**config.mk**
```make
export PLATFORM = sky130hd
export DESIGN_NAME = i2c_cmd_master
export DESIGN_NICKNAME = d
export VERILOG_FILES = /design/src/rtl/i2c_cmd_master.sv
export SDC_FILE = /design/constraint.sdc
export NUM_CORES = 1
export LEC_CHECK = 0
export ABC_AREA = 1
export BUFFER_PORTS_ARGS = -buffer_cell sky130_fd_sc_hd__buf_4
export CORE_MARGIN = 3
export CORE_UTILIZATION = 55
export CTS_CLUSTER_DIAMETER = 60
export CTS_CLUSTER_SIZE = 40
export DETAILED_ROUTE_END_ITERATION = 16
export PLACE_DENSITY_LB_ADDON = 0.3
export SLEW_MARGIN = 15
export SYNTH_ARGS = -nofsm -noshare
export SYNTH_HDL_FRONTEND = slang
export SYNTH_SLANG_ARGS = --single-unit
```
**constraint.sdc**
```tcl
create_clock -name clk -period 3.1 [get_ports clk]
set_clock_uncertainty 0.05 [all_clocks]
set_input_delay 0.62 -clock clk [delete_from_list [all_inputs] [get_ports clk]]
set_output_delay 0.62 -clock clk [all_outputs]
set_load 0.02 [all_outputs]
```
**src/rtl/i2c_cmd_master.sv**
```systemverilog
`timescale 1ns/1ps
module i2c_cmd_master #(
  parameter int CNT_W = 16
) (
  input  logic        clk,
  input  logic        rst_n,
  input  logic        reg_we,
  input  logic [2:0]  reg_idx,
  input  logic [31:0] reg_wdata,
  output logic [31:0] reg_rdata,
  output logic        scl_oe,
  output logic        sda_oe,
  input  logic        sda_in,
  output logic        irq
);
  localparam int TW = CNT_W + 1;

  typedef enum logic [3:0] {
    S_IDLE, S_STA0, S_STA1, S_STA2, S_BLO, S_BHI, S_SP0, S_SP1, S_SP2
  } st_t;

  st_t st, nxt;
  logic [8:0]       ctrl;
  logic [4:0]       cmd;
  logic [6:0]       flags, ev;
  logic             busy, fin, bset, bclr, want, sda_q;
  logic [CNT_W-1:0] hcnt, lcnt;
  logic [7:0]       txd, rxd, sh;
  logic [3:0]       bitn;
  logic [TW-1:0]    tmr;
  logic             unused_hi;

  assign unused_hi = ^reg_wdata[31:CNT_W];

  wire tick    = (tmr == '0);
  wire w_ctl   = reg_we && reg_idx == 3'd0;
  wire w_cmd   = reg_we && reg_idx == 3'd1;
  wire w_icr   = reg_we && reg_idx == 3'd2;
  wire wr_op   = cmd[1];
  wire data_op = cmd[1] | cmd[2];
  wire last_b  = (bitn == 4'd8);
  wire nhi     = nxt inside {S_STA1, S_STA2, S_BHI, S_SP1, S_SP2};
  wire [6:0] clr = w_icr ? reg_wdata[6:0] : 7'd0;

  always_comb begin
    nxt = st; ev = '0; fin = 1'b0; bset = 1'b0; bclr = 1'b0; want = 1'b0;
    case (st)
      S_IDLE: if (ctrl[8] && cmd != 5'd0) begin
        if (cmd[3])       nxt = S_STA0;
        else if (data_op) nxt = S_BLO;
        else if (cmd[0])  nxt = S_SP0;
        else              fin = 1'b1;
      end
      S_STA0: if (tick) nxt = S_STA1;
      S_STA1: if (tick) begin nxt = S_STA2; bset = 1'b1; end
      S_STA2: begin
        want = 1'b1;
        if (tick) begin
          ev[6] = 1'b1;
          if (data_op)     nxt = S_BLO;
          else if (cmd[0]) nxt = S_SP0;
          else begin nxt = S_IDLE; fin = 1'b1; end
        end
      end
      S_BLO, S_BHI: begin
        want = last_b ? (!wr_op && !cmd[4]) : (wr_op && !sh[7]);
        if (st == S_BLO) begin
          if (tick) nxt = S_BHI;
        end else if (tick) begin
          if (wr_op && !last_b && sh[7] && !sda_in) begin
            ev[1] = 1'b1; nxt = S_IDLE; fin = 1'b1; bclr = 1'b1;
          end else if (!last_b) begin
            nxt = S_BLO;
          end else if (wr_op && sda_in) begin
            ev[2] = 1'b1; nxt = S_IDLE; fin = 1'b1;
          end else begin
            ev[4] = wr_op; ev[3] = !wr_op;
            if (cmd[0]) nxt = S_SP0;
            else begin nxt = S_IDLE; fin = 1'b1; end
          end
        end
      end
      S_SP0: begin want = 1'b1; if (tick) nxt = S_SP1; end
      S_SP1: begin want = 1'b1; if (tick) nxt = S_SP2; end
      S_SP2: if (tick) begin ev[5] = 1'b1; bclr = 1'b1; nxt = S_IDLE; fin = 1'b1; end
      default: nxt = S_IDLE;
    endcase
    ev[0] = fin;
  end

  always_ff @(posedge clk or negedge rst_n) begin
    if (!rst_n) begin
      st <= S_IDLE; tmr <= '0; bitn <= '0; sh <= '0; rxd <= '0; sda_q <= 1'b0;
      ctrl <= '0; cmd <= '0; flags <= '0; busy <= 1'b0;
      hcnt <= '0; lcnt <= '0; txd <= '0;
    end else begin
      st    <= nxt;
      sda_q <= want;
      flags <= (flags & ~clr) | ev;
      if (nxt != st)   tmr <= nhi ? {hcnt, 1'b1} : {lcnt, 1'b1};
      else if (!tick)  tmr <= tmr - 1'b1;
      if (st != S_BLO && st != S_BHI && nxt == S_BLO) begin
        bitn <= '0;
        sh   <= wr_op ? txd : 8'h00;
      end else if (st == S_BHI && tick) begin
        bitn <= bitn + 1'b1;
        sh   <= {sh[6:0], sda_in};
        if (bitn == 4'd7 && !wr_op) rxd <= {sh[6:0], sda_in};
      end
      if (bset)      busy <= 1'b1;
      else if (bclr) busy <= 1'b0;
      if (fin)                        cmd <= '0;
      else if (w_cmd && cmd == 5'd0)  cmd <= reg_wdata[4:0];
      if (w_ctl) ctrl <= reg_wdata[8:0];
      if (reg_we && reg_idx == 3'd4) hcnt <= reg_wdata[CNT_W-1:0];
      if (reg_we && reg_idx == 3'd5) lcnt <= reg_wdata[CNT_W-1:0];
      if (reg_we && reg_idx == 3'd6) txd  <= reg_wdata[7:0];
    end
  end

  always_comb begin
    case (reg_idx)
      3'd0:    reg_rdata = {23'd0, ctrl};
      3'd1:    reg_rdata = {27'd0, cmd};
      3'd2:    reg_rdata = 32'd0;
      3'd3:    reg_rdata = {24'd0, busy, flags};
      3'd4:    reg_rdata = 32'(hcnt);
      3'd5:    reg_rdata = 32'(lcnt);
      3'd6:    reg_rdata = {24'd0, txd};
      default: reg_rdata = {24'd0, rxd};
    endcase
  end

  assign scl_oe = (st == S_IDLE) ? busy : (st == S_STA0 || st == S_BLO || st == S_SP0);
  assign sda_oe = sda_q;
  assign irq    = ctrl[8] & ctrl[7] & (|(flags & ctrl[6:0]));

  a_r13_cmd_hold: assert property (@(posedge clk) disable iff (!rst_n)
    (cmd != 5'd0 && st != S_IDLE) |=> (cmd == $past(cmd) || cmd == 5'd0));
  a_r11_w1c: assert property (@(posedge clk) disable iff (!rst_n)
    (w_icr && ev == 7'd0) |=> ((flags & $past(reg_wdata[6:0])) == 7'd0));
  a_r3_start_edge: assert property (@(posedge clk) disable iff (!rst_n)
    (!scl_oe && $past(!scl_oe) && $rose(sda_oe)) |-> st == S_STA2);
  a_r7_stop_edge: assert property (@(posedge clk) disable iff (!rst_n)
    (!scl_oe && $past(!scl_oe) && $fell(sda_oe)) |-> st == S_SP2);
  a_r6_ack_drive: assert property (@(posedge clk) disable iff (!rst_n)
    (st == S_BHI && last_b && !wr_op) |-> sda_oe == !cmd[4]);
  a_r10_arb_release: assert property (@(posedge clk) disable iff (!rst_n)
    (st == S_BHI && tick && ev[1]) |=> (!busy && !scl_oe && st == S_IDLE));
endmodule

```
-- Word-level counts from Yosys, hierarchy flattened
Index checks and enable logic that the tools add are counted.
- register bits: 104
- bits of input ports: 39
- output and inout bits: 35
- word-level logic and storage cells: 149
- add/subtract/negate cells: 2
- equal/unequal tests: 26
- muxes and demuxes: 62
- bitwise logic cells: 8
- reductions and logical operators: 38
- operator list (kind ; number):
    16-bit one-hot mux with 7 select lines ; 1
    4-bit two-way mux ; 21
    17-bit two-way mux ; 3
    4-bit by 3-bit equality test with 1-bit output, second input constant ; 8
    4-bit one-hot mux with 8 select lines ; 1
    8-bit two-way mux ; 3
    1-bit two-way mux ; 22
    1-bit logical AND ; 18
    17-bit logical NOT ; 1
    17-bit by 1-bit subtractor with 17-bit output, second input constant ; 1
    4-bit by 2-bit equality test with 1-bit output, second input constant ; 4
    7-bit bitwise AND ; 2
    4-bit equality test, second input constant ; 3
    3-bit two-way mux ; 4
    5-bit two-way mux ; 2
    5-bit nonzero test ; 2
    3-bit equality test, second input constant ; 3
    4-bit by 3-bit inequality test with 1-bit output, second input constant ; 2
    7-bit two-way mux ; 1
    7-bit inverter ; 1
    7-bit bitwise OR ; 1
    7-bit OR reduction ; 1
    3-bit by 2-bit equality test with 1-bit output, second input constant ; 2
    2-bit nonzero test ; 3
    19 further kinds ; 26

-- Depth between registers and ports, before layout
- depth after elaboration: 13
- depth in mapped cells: 19

-- Worst setup path after synthesis
No wires, ideal clock.
- path type: input to output
- start: input reg_idx[0]
- end: output reg_rdata[3]
- arrival time: 1785 ps
- setup slack: 645 ps
- cell stages on the path: 7
- path buffers: 1
- path through: inv_1 > nor2_1 > nand2_1 > inv_1 > clkbuf_1 > a211oi_1 > a31oi_1
- word-level cells in the longest chain between the ends: 2
- ends and longest elaborated chain (item ; line ; source):
    from (decl) ; 8 ; input logic [2:0] reg_idx,
    3-bit equality test (tied with other cells) ; 122 ; case (reg_idx)
    16-bit one-hot mux with 7 select lines * ; 122 ;
    to (decl) ; 10 ; output logic [31:0] reg_rdata,
Every way passes the cells marked *; elsewhere a longest branch is shown, timed or not.

-- Final worst setup path
- start: register tmr[0]
- end: register tmr[5]
- word-level cells in the longest chain between the ends: 8
- ends and longest elaborated chain (item ; line ; source):
    from (decl) ; 30 ; logic [TW-1:0] tmr;
    from (signal assigned) ; 100 ; if (nxt != st) tmr <= nhi ? {hcnt, 1'b1} : {lcnt, 1'b1};
    from (signal assigned) ; 101 ; else if (!tick) tmr <= tmr - 1'b1;
    17-bit logical NOT * ; 35 ; wire tick = (tmr == '0);
    4-bit two-way mux (on tied branches) ; 69, 68 ;
    4-bit two-way mux ; 67 ; if (st == S_BLO) begin
    4-bit one-hot mux with 8 select lines * ; 47 ; case (st)
    via nxt[0] ; 22 ; st_t st, nxt;
    4-bit by 2-bit equality test with 1-bit output (tied with other cells) ; 42 ; wire nhi = nxt inside {S_STA1, S_STA2, S_BHI, S_SP1, S_SP2};
    5-bit nonzero test ; 42 ;
    17-bit two-way mux (2 in a row) ; 100 ;
The timed path passes the listed nets; every way through them passes the cells marked *. The select of a mux whose other input is x is not followed.
A chain may end at the register's enable or synchronous reset.

==> metrics.md <==
| Metric | Value |
|---|---|
| Die area | around 12,000 um2 |
| GRT Overall Usage | around a quarter |
| Synth top area share | a little over two fifths |
| Fin crit share | between 90% and 100% |
| Share of flip-flops with an asynchronous set or reset | between 90% and 100% |
| # H-tree levels | 3 |
| Row Count | 37 |
| Peak Freq | between 300 and 400 MHz |
| Final setup fails | 0 |
| Routed length per instance | between 15 and 20 um |
| Max Fanout on Critical Path | 17 |
| Boundary Pins | 74 |
| Worst hold path class | primary input to async pin |
| Synthesized flop and latch total | between 100 and 150 |
| Setup CP Type | register to register |
| CP Capture Type | register |
| VDD IR max | around 0.00046 V |
| Initial antenna violation count | 0 |
| Sequential area share after synthesis | around 43% |
| Clk_lat worst skew | ~0.38 ns |
| Chip width | about 110 um |
| Final count of pins violating max slew | 0 |
| Starting DRT DRC Count | 387 |
| Reg clk slew, reported paths | ~0.10 ns |
| Initial DRT Pass Iterations | 7 |
| Nets | approximately 840 |
| Setup ws final | roughly 0.30 ns |
| Syn avg cell area | between 8 and 9 um2 |
| Core ar. | 10,560 um2 |
| CP startpoint | tmr[0] |
| Initial core utilization | roughly 58% |
| Post-route setup TNS | 0 ns |
| Postcts setup bufs | 0 |
| Hpwl dp | 11,750 um |
| Critical Path RT | approximately 3.3 ns |
| Top cells by area, synth | dfrtp_1, nand2_1, o21ai_0 |
| Post-CTS Resized | 0 |
| Via count | 5,359 |
| DRT Wirelength | ~16,000 um |
| Fin crit period | 2.804 ns |
| Syn. warnings | 0 |
| Crit start category | register |
| Synth area leader | dfrtp_1 |
| Status | finished, final reports clean |
| GPL Wtd Cong | just under 1 |
| Grt ovf | 0 |
| RSZ-0062 raised after global routing | false |
| Slew @ Worst Pin | roughly 0.94 ns |
| Layout area overhead | 8.572% |
| Fraction of layout cells with a size suffix above 1 | about a fifth |
| Number of global-route vias before repair | 5,184 |
| Reg-to-Reg Start | tmr[0] |
| ANT nets after route | 0 |
| Synth unique cells | 49 |
| First-pass GRT wire length | 26,140 um |
| Top FF cell, synth | dfrtp_1 |
| EDFF count, synth | 0 |
| Slew Limit Headroom | between 30% and 40% |
| Leak Pwr | ~3.2 nW |
| Data arrival, critical path | 3.03 ns |
| Syn Inst Count | between 700 and 800 |
| Die Y | 111.5 um |
| Hold buffers post-CTS | 0 |
| Num CTS Buffers | 9 |
| Residual DRC | 0 |
| CTS tree | done |
| Vias per inst | 5.725 |
| Inserted Diodes | 0 |
| Pwr per Cell Area | roughly 450 nW/um2 |
| Pre-CTS setup slack | around 0.32 ns |
| Largest net degree at the start of global routing | 39 |
| CTS Buffer Depth | 2 |
| Clock Sink Count | about 100 |
| Max-Cap Viols | 0 |
| Syn Std Cell Area | roughly 6100 um2 |
| Number of buffers added on ports | between 40 and 50 |
| Root Buffer | clkbuf_8 |
| Fin. Hold Viols | 0 |
## worst paths after layout
kind | end | slack [ns] | depth (start not counted)
worst min-delay path | sh[4] | 0.15 | 1
worst max register to register | tmr[5] | 0.30 | 17
min in group clk | hcnt[13] | 0.45 | 2
worst max-delay path | tmr[5] | 0.30 | 17
max in group asynchronous | hcnt[11] | 2.07 | 2
worst min register to register | hcnt[13] | 0.45 | 2
## flip-flops by register name, indices dropped and copies added (netlist names)
| register | flops |
|---|---|
| tmr | 17 |
| hcnt | 16 |
| lcnt | 16 |
| ctrl | 9 |
| rxd | 8 |
| sh | 8 |
| txd | 8 |
| flags | 7 |
| cmd | 5 |
| bitn | 4 |
| st | 4 |
| busy | 1 |
| sda_oe | 1 |
## cell families after synthesis
| kind of cell | after synthesis | share of synthesized area, % |
|---|---|---|
| buffers and inverters | 142 | 10.39 |
| other | 1 | 0.06132 |
| adders and majority gates | 4 | 0.8184 |
| and+or+nand+nor | 338 | 28.74 |
| AOI/OAI and AO/OA | 154 | 15.28 |
| DFF | 104 | 42.55 |
| xor gates and xnor gates | 15 | 2.148 |
## per-layer routing
| metal | share of wire [%] | vias to the layer above | global-route usage, % |
|---|---|---|---|
| met2 | 48 | 216 | 41.74 |
| met4 | 1.8 | 0 | 9.165 |
| met3 | 6.9 | 20 | 4.837 |
| met5 | 0 | - | 0 |
| li1 | - | 2519 | - |
| met1 | 44 | 2604 | 35.80 |
## per-stage QoR
stage          util (%)  hold WS [ns]  instance area [um2]  std cells  power [mW]
2_1_floorplan         -        0.2744                 6172        773       2.030
3_3_place_gp      61.33        0.4182                 6474        921       2.225
3_5_place_dp      61.33        0.4235                 6474        921       2.248
4_1_cts           62.91        0.1526                 6640        936       3.009
5_1_grt           62.91        0.1759                 6640        936       3.160
6_report          62.91        0.1532                 6640        936       3.005
## cells in the mapped netlist (6+ instances only)
cell type  number
nand2_4         6
clkbuf_1       14
nand2_1       159
dfrtp_1       104
inv_1          98
nor2_1         39
a31oi_1         6
xnor2_1         7
nand2_2        30
a221oi_1        6
xor2_1          8
a21oi_1        10
o22ai_1        10
a22o_1          6
o211ai_1        9
nand4_1        11
a21oi_2         7
nor2_2         10
o21ai_0        82
nor2_4         10
buf_4          16
nand3_1        45
nand3_2        12
## critical path, stage by stage, from the launching register on
cell	delay [ns]
dfrtp_1	0.44
inv_1	0.12
ha_1	0.18
inv_1	0.04
nor2_1	0.14
nand2_2	0.11
nor2_8	0.13
nand2_8	0.09
clkinv_4	0.13
nand2_2	0.11
nand3_4	0.13
nand2_1	0.06
nand2_1	0.10
nand3_2	0.09
nor2_4	0.38
o21ai_0	0.24
nand2_1	0.11
inv_1	0.04
## final cells by class
| class | count | area (um2) |
|---|---|---|
| Clock buffer | 15 | 166.4 |
| Fill cell | 925 | 3915 |
| Tap cell | 136 | 170.2 |
| Timing Repair Buffer | 49 | 367.9 |
| Sequential cell | 104 | 2603 |
| Multi-Input combinational cell | 527 | 2934 |
| Inverter | 105 | 399.1 |
## report_power, final
part           leakage (nW)  switching [mW]  internal (mW)
clock                0.0838           0.437          0.334
sequential             1.26           0.169           1.52
combinational          1.87           0.350          0.199
total                  3.21           0.956           2.05
## placed cells by master, fill, tap and decap left out, types with 2 or more instances in the layout
| cell type | netlist | layout |
|---|---|---|
| conb_1 | 1 | 16 |
| clkbuf_8 | 0 | 11 |
| ha_1 | 4 | 4 |
| dfrtp_1 | 104 | 104 |
| nor2_4 | 10 | 10 |
| o21ai_0 | 82 | 82 |
| o31ai_1 | 2 | 2 |
| a31oi_1 | 6 | 6 |
| nand4_1 | 11 | 11 |
| a22o_1 | 6 | 6 |
| nor3_2 | 2 | 2 |
| nand2_1 | 159 | 159 |
| inv_1 | 98 | 98 |
| a21oi_2 | 7 | 7 |
| nor3_1 | 5 | 5 |
| nor2_8 | 3 | 3 |
| xor2_1 | 8 | 8 |
| buf_4 | 16 | 49 |
| o211ai_1 | 9 | 9 |
| nand3_1 | 45 | 45 |
| o2111ai_1 | 2 | 2 |
| xnor2_1 | 7 | 7 |
| a211oi_1 | 4 | 4 |
| nor2_2 | 10 | 10 |
| o22ai_1 | 10 | 10 |
| nand3_2 | 12 | 12 |
| nand2_4 | 6 | 6 |
| nor2_1 | 39 | 39 |
| or2_2 | 2 | 2 |
| nand2_2 | 30 | 30 |
| o21ai_1 | 4 | 4 |
| clkbuf_1 | 14 | 4 |
| a221oi_1 | 6 | 6 |
| inv_2 | 5 | 5 |
| a21oi_1 | 10 | 10 |
Power figures use the tool's default switching activity.
